**config.mk**
```make
export PLATFORM = sky130hd
export DESIGN_NAME = idx_wdog
export DESIGN_NICKNAME = d
export VERILOG_FILES = /design/src/rtl/idx_wdog.sv
export SDC_FILE = /design/constraint.sdc
export NUM_CORES = 1
export LEC_CHECK = 0
export BUFFER_PORTS_ARGS = -buffer_cell sky130_fd_sc_hd__buf_4
export CORE_MARGIN = 1
export CORE_UTILIZATION = 30
export CTS_BUF_LIST = sky130_fd_sc_hd__clkbuf_4 sky130_fd_sc_hd__clkbuf_8
export DETAILED_ROUTE_END_ITERATION = 8
export PLACE_DENSITY = 0.45
export SYNTH_ARGS = -nofsm -noshare
export SYNTH_HDL_FRONTEND = slang
export SYNTH_SLANG_ARGS = --single-unit
```
**constraint.sdc**
```tcl
create_clock -name clk -period 4.1 [get_ports clk]
set_input_delay 0.41 -clock clk [delete_from_list [all_inputs] [get_ports clk]]
set_output_delay 0.41 -clock clk [all_outputs]
set_load 0.005 [all_outputs]
```
**src/rtl/idx_wdog.sv**
```systemverilog
module idx_wdog #(
  parameter logic [7:0] IDX_PORT      = 8'h2E,
  parameter logic [7:0] DAT_PORT      = 8'h2F,
  parameter int         TICKS_PER_SEC = 1000,
  parameter int         SEC_PER_MIN   = 60
) (
  input  logic       clk,
  input  logic       rst_n,
  input  logic [7:0] addr,
  input  logic       wr_en,
  input  logic [7:0] wdata,
  output logic [7:0] rdata,
  input  logic       kbd_evt,
  input  logic       mouse_evt,
  output logic       timeout
);
  localparam int PW = $clog2(TICKS_PER_SEC + 1);
  localparam int MW = $clog2(SEC_PER_MIN + 1);
  localparam logic [7:0] KEY_OPEN  = 8'h87;
  localparam logic [7:0] KEY_CLOSE = 8'hAA;
  localparam logic [7:0] R_PAGE    = 8'h07;
  localparam logic [7:0] WD_PAGE   = 8'h08;
  localparam logic [7:0] R_EN      = 8'h30;
  localparam logic [7:0] R_UNIT    = 8'hF5;
  localparam logic [7:0] R_CNT     = 8'hF6;
  localparam logic [7:0] R_MASK    = 8'hF7;

  typedef enum logic [1:0] {S_LOCK, S_HALF, S_OPEN} st_t;
  st_t st;

  logic [7:0]    idx, page, cnt, reload;
  logic          en, unit, kmask, mmask, tmo_q;
  logic [PW-1:0] pre;
  logic [MW-1:0] mins;

  wire idx_wr   = wr_en && addr == IDX_PORT;
  wire dat_wr   = wr_en && addr == DAT_PORT && st == S_OPEN;
  wire on_page  = page == WD_PAGE;
  wire reg_wr   = dat_wr && on_page;
  wire cnt_wr   = reg_wr && idx == R_CNT;
  wire en_off   = reg_wr && idx == R_EN && !wdata[0];
  wire evt_hit  = (kbd_evt && kmask) || (mouse_evt && mmask);
  wire sec_tick = pre == PW'(TICKS_PER_SEC - 1);
  wire min_tick = sec_tick && mins == MW'(SEC_PER_MIN - 1);
  wire tick     = unit ? min_tick : sec_tick;
  wire dec      = en && tick && cnt != 8'd0 && !cnt_wr && !evt_hit;

  assign timeout = tmo_q;

  always_ff @(posedge clk or negedge rst_n) begin
    if (!rst_n) begin
      pre  <= '0;
      mins <= '0;
    end else begin
      pre <= sec_tick ? '0 : pre + PW'(1);
      if (sec_tick) mins <= min_tick ? '0 : mins + MW'(1);
    end
  end

  always_ff @(posedge clk or negedge rst_n) begin
    if (!rst_n) begin
      st  <= S_LOCK;
      idx <= 8'h00;
    end else if (idx_wr) begin
      case (st)
        S_LOCK:  st <= (wdata == KEY_OPEN) ? S_HALF : S_LOCK;
        S_HALF:  st <= (wdata == KEY_OPEN) ? S_OPEN : S_LOCK;
        default: if (wdata == KEY_CLOSE) st <= S_LOCK; else idx <= wdata;
      endcase
    end
  end

  always_ff @(posedge clk or negedge rst_n) begin
    if (!rst_n) begin
      page  <= 8'h00;
      en    <= 1'b0;
      unit  <= 1'b0;
      kmask <= 1'b0;
      mmask <= 1'b0;
    end else begin
      if (dat_wr && idx == R_PAGE) page <= wdata;
      if (reg_wr) begin
        case (idx)
          R_EN:    en <= wdata[0];
          R_UNIT:  unit <= wdata[3];
          R_MASK:  {mmask, kmask} <= wdata[7:6];
          default: ;
        endcase
      end
    end
  end

  always_ff @(posedge clk or negedge rst_n) begin
    if (!rst_n) begin
      cnt    <= 8'h00;
      reload <= 8'h00;
      tmo_q  <= 1'b0;
    end else begin
      if (cnt_wr) begin
        cnt    <= wdata;
        reload <= wdata;
      end else if (evt_hit) begin
        cnt <= reload;
      end else if (dec) begin
        cnt <= cnt - 8'd1;
      end
      if (cnt_wr || evt_hit || !en || en_off) tmo_q <= 1'b0;
      else if (dec && cnt == 8'd1)             tmo_q <= 1'b1;
    end
  end

  always_comb begin
    rdata = 8'hFF;
    if (st == S_OPEN) begin
      if (addr == IDX_PORT) rdata = idx;
      else if (addr == DAT_PORT) begin
        rdata = 8'h00;
        if (idx == R_PAGE) rdata = page;
        else if (on_page) begin
          case (idx)
            R_EN:    rdata = {7'b0, en};
            R_UNIT:  rdata = {4'b0, unit, 3'b0};
            R_CNT:   rdata = cnt;
            R_MASK:  rdata = {mmask, kmask, 6'b0};
            default: rdata = 8'h00;
          endcase
        end
      end
    end
  end

  AST_LOCKED_NO_WRITE: assert property (@(posedge clk) disable iff (!rst_n)
    (wr_en && addr == DAT_PORT && st != S_OPEN) |=> $stable({page, en, unit, kmask, mmask, reload}));
  AST_NO_SINGLE_KEY: assert property (@(posedge clk) disable iff (!rst_n)
    (st == S_LOCK) |=> (st != S_OPEN));
  AST_CNT_STEP: assert property (@(posedge clk) disable iff (!rst_n)
    (!cnt_wr && !evt_hit) |=> (cnt == $past(cnt) || cnt == $past(cnt) - 8'd1));
  AST_TMO_AT_ZERO: assert property (@(posedge clk) disable iff (!rst_n)
    timeout |-> cnt == 8'd0);
  AST_TMO_NEEDS_EN: assert property (@(posedge clk) disable iff (!rst_n)
    timeout |-> en);
  AST_EVT_RELOAD: assert property (@(posedge clk) disable iff (!rst_n)
    (evt_hit && !cnt_wr) |=> cnt == $past(reload));
endmodule

```
==> results.toml <==
[timing]
period_share_pct = 65.43
hold_viol = 0
final.setup.tns_ps = 0
relSlewSlack_pct = 48.45
fin_worst_skew_ps = 9.799
worst_pin_slew_ps = 773.3
setup_ws_ps = 1418
setup_viol = 0
finalCriticalPeriod_ps = 2682
rsz0062_at_grt = "false"
fmax_mhz = 372.8
slew_viol_final = 0

[floorplanning]
rows = 37
core_area_sq_um = 10280
die_y_um = 104.7
die_w_um = 104.7
ioPinCount = 30
initial_utilization_pct = 30.78
dieArea_sq_um = 10960

[yosys]
yosysTopAreaCell = "dfrtp_1"
synth-seq-area-share_pct = 43.51
yosysMostFrequentCell = "dfrtp_1"
synth_area_sq_um = 3163
muxShareOfSynthArea_pct = 16.22
syn_nets = 340
async_reset_ff_share_pct = 100.0
yosys_warnings = 0
synth.avg_cell_area_sq_um = 10.07
synth_compound_area_share_pct = 9.573
synth_top_area_share_pct = 43.51
synth_edf_count = 0
yosys_register_bits = 55
synth-xor-area-share_pct = 2.492
ys_top_cells_by_area = "dfrtp_1, mux2_2, nand2_1, mux2i_1, o21ai_0"
synth_fa_ha_area_share_pct = 1.978
synth_top_family_by_area = "simple AND/OR/NAND/NOR gates"
synth_cell_types = 49
ys.flop_type = "dfrtp_1"
synth_cells = 314
yosys.area_share.simple_pct = 23.89
ys_top_cells_by_count = "dfrtp_1, mux2_2, nand2_1"

[worst_setup_path]
cp_max_fo = 9
slowest_stage = "nor3_2"
criticalPathCategory = "register to primary output"
startpoint_type = "register"
arrival_ps = 2270
reg2reg_slack_ps = 1790
endpoint_kind = "primary output"
startpoint = "idx[3]"
crit_buf_inv = 1
regToRegStartpoint = "st[0]"
critical-path-max-stage-delay_ps = 490
worstPathCellList = "or3_1 > nor3_2 > nor2_1 > a221oi_1 > o21ai_0 > buf_4"
cp_top_family = "simple AND/OR/NAND/NOR gates"
required_ps = 3690

[route]
first_pass_iters = 6
vias = 2429
wl_per_cell_um = 15.83
drt_iter0_drc = 164
ant_nets = 0
routed_wirelength_um = 7567
vias_per_cell = 5.082
drc = 2

[grt]
grtUsageTotal_pct = 14.29
grt_max_degree = 56
grt_antenna_before_repair = 0
grt_pass1_vias = 2321
grt_pass1_wl_um = 12420
grt.overflow.total = 0

[clock_network]
h-tree-depth = 2
worst_skew_pair.late_latency_ps = 300
numCtsBuffers = 5
clk_path_buf_depth = 2
cts_hold_buf = 0
clk_pin_slew_ps = 100
cts-resized-gates = 0
clock-sinks = 55
root_buffer = "clkbuf_8"
cts_setup_buffers = 0
cts_tree = "built"

[placement]
gp_congestion = 0.8513
post-place-ws_ps = 1717
portBuffers = 29
place_hpwl_um = 5595

[worst_hold_path]
hold_class = "input pin to async pin"

[final_layout]
syn2layout_area_growth_pct = 14.12
multi_input_area_sq_um = 1713
num-nets-final = 367
fillers = 1075
fin_util_pct = 35.12
drive_above_1_share_pct = 23.68
diodes = 0
regArea_sq_um = 1376

[outcome]
status = "finished with violations"
failed_checks = "design-rule violations"

[pwr]
ir_worst_vdd_v = 0.0001188
p_leak_uw = 0.001611
pwr_density_cell_nw_per_um2 = 250.0

[job]
maxCapViolations = 0
metrics by stage:
stage,power [uW],instance area (sq um),std cells,hold slack [ps]
5_1_grt,946.4,3610,478,197.3
3_3_place_gp,594.3,3511,470,473.4
4_1_cts,918.0,3610,478,178.2
3_5_place_dp,594.4,3511,470,474.7
6_report,902.3,3610,478,149.9
2_1_floorplan,557.8,3163,314,114.4
kinds of logic after synthesis:
kind of cell | Yosys count
and+or+nand+nor | 133
DFF | 55
AOI/OAI and AO/OA | 48
muxes | 46
buffers and inverters | 18
xor gates and xnor gates | 9
adders and majority gates | 5
power by group:
group          internal [uW]  leakage, uW  switching (uW)
combinational           15.1     0.000851            25.2
sequential               542     0.000712         0.00541
clock                    138    0.0000474             182
placed cells by master, fill, tap and decap left out, types with 5 or more instances in the layout:
cell and n:
a21o_1 5, a21oi_1 5, and2_1 5, and3_1 6
buf_4 29, clkbuf_8 6, dfrtp_1 55, ha_1 5
inv_1 9, mux2_2 34, mux2i_1 10, nand2_1 30
nand3_1 18, nand4_1 7, nor2_1 21, nor3_1 13
o21ai_0 20, or3_1 5, xnor2_1 5
state kept, by name (all words and copies together) (netlist names):
register	count
idx	8
cnt	8
timeout	1
reload	8
en	1
unit	1
kmask	1
page	8
mmask	1
pre	10
mins	6
st	2
per-layer routing:
layer / vias up / part of all wire [%] / track usage (%)
met1: 1175 / 51 / 20.97
met2: 40 / 46 / 22.09
met4: 0 / 0.90 / 3.219
met3: 6 / 2.9 / 2.121
met5: - / 0 / 0
li1: 1208 / - / -
worst paths after layout:
check	endpoint	cells past startpoint
worst max-delay path	rdata[0]	6
worst min register to register	pre[8]	1
worst max register to register	cnt[4]	5
max in group asynchronous	st[1]	1
min in group clk	reload[4]	2
worst min-delay path	cnt[6]	1
worst reg2reg max path: cells and delay by family (launching register included):
kind / cells / cell delay, ps
multiplexers: 1 / 330
flip-flops: 1 / 410
AND/OR/NAND/NOR: 4 / 1450
cell type report:
class | count | area share (%)
well taps | 136 | 4.714
repair buffers | 29 | 6.031
inverters | 9 | 0.9359
clock inverters | 2 | 0.4506
clock buffers | 6 | 2.288
multi-input cells | 241 | 47.45
flip-flops and latches | 55 | 38.13
(Power assumes the default switching activity.)
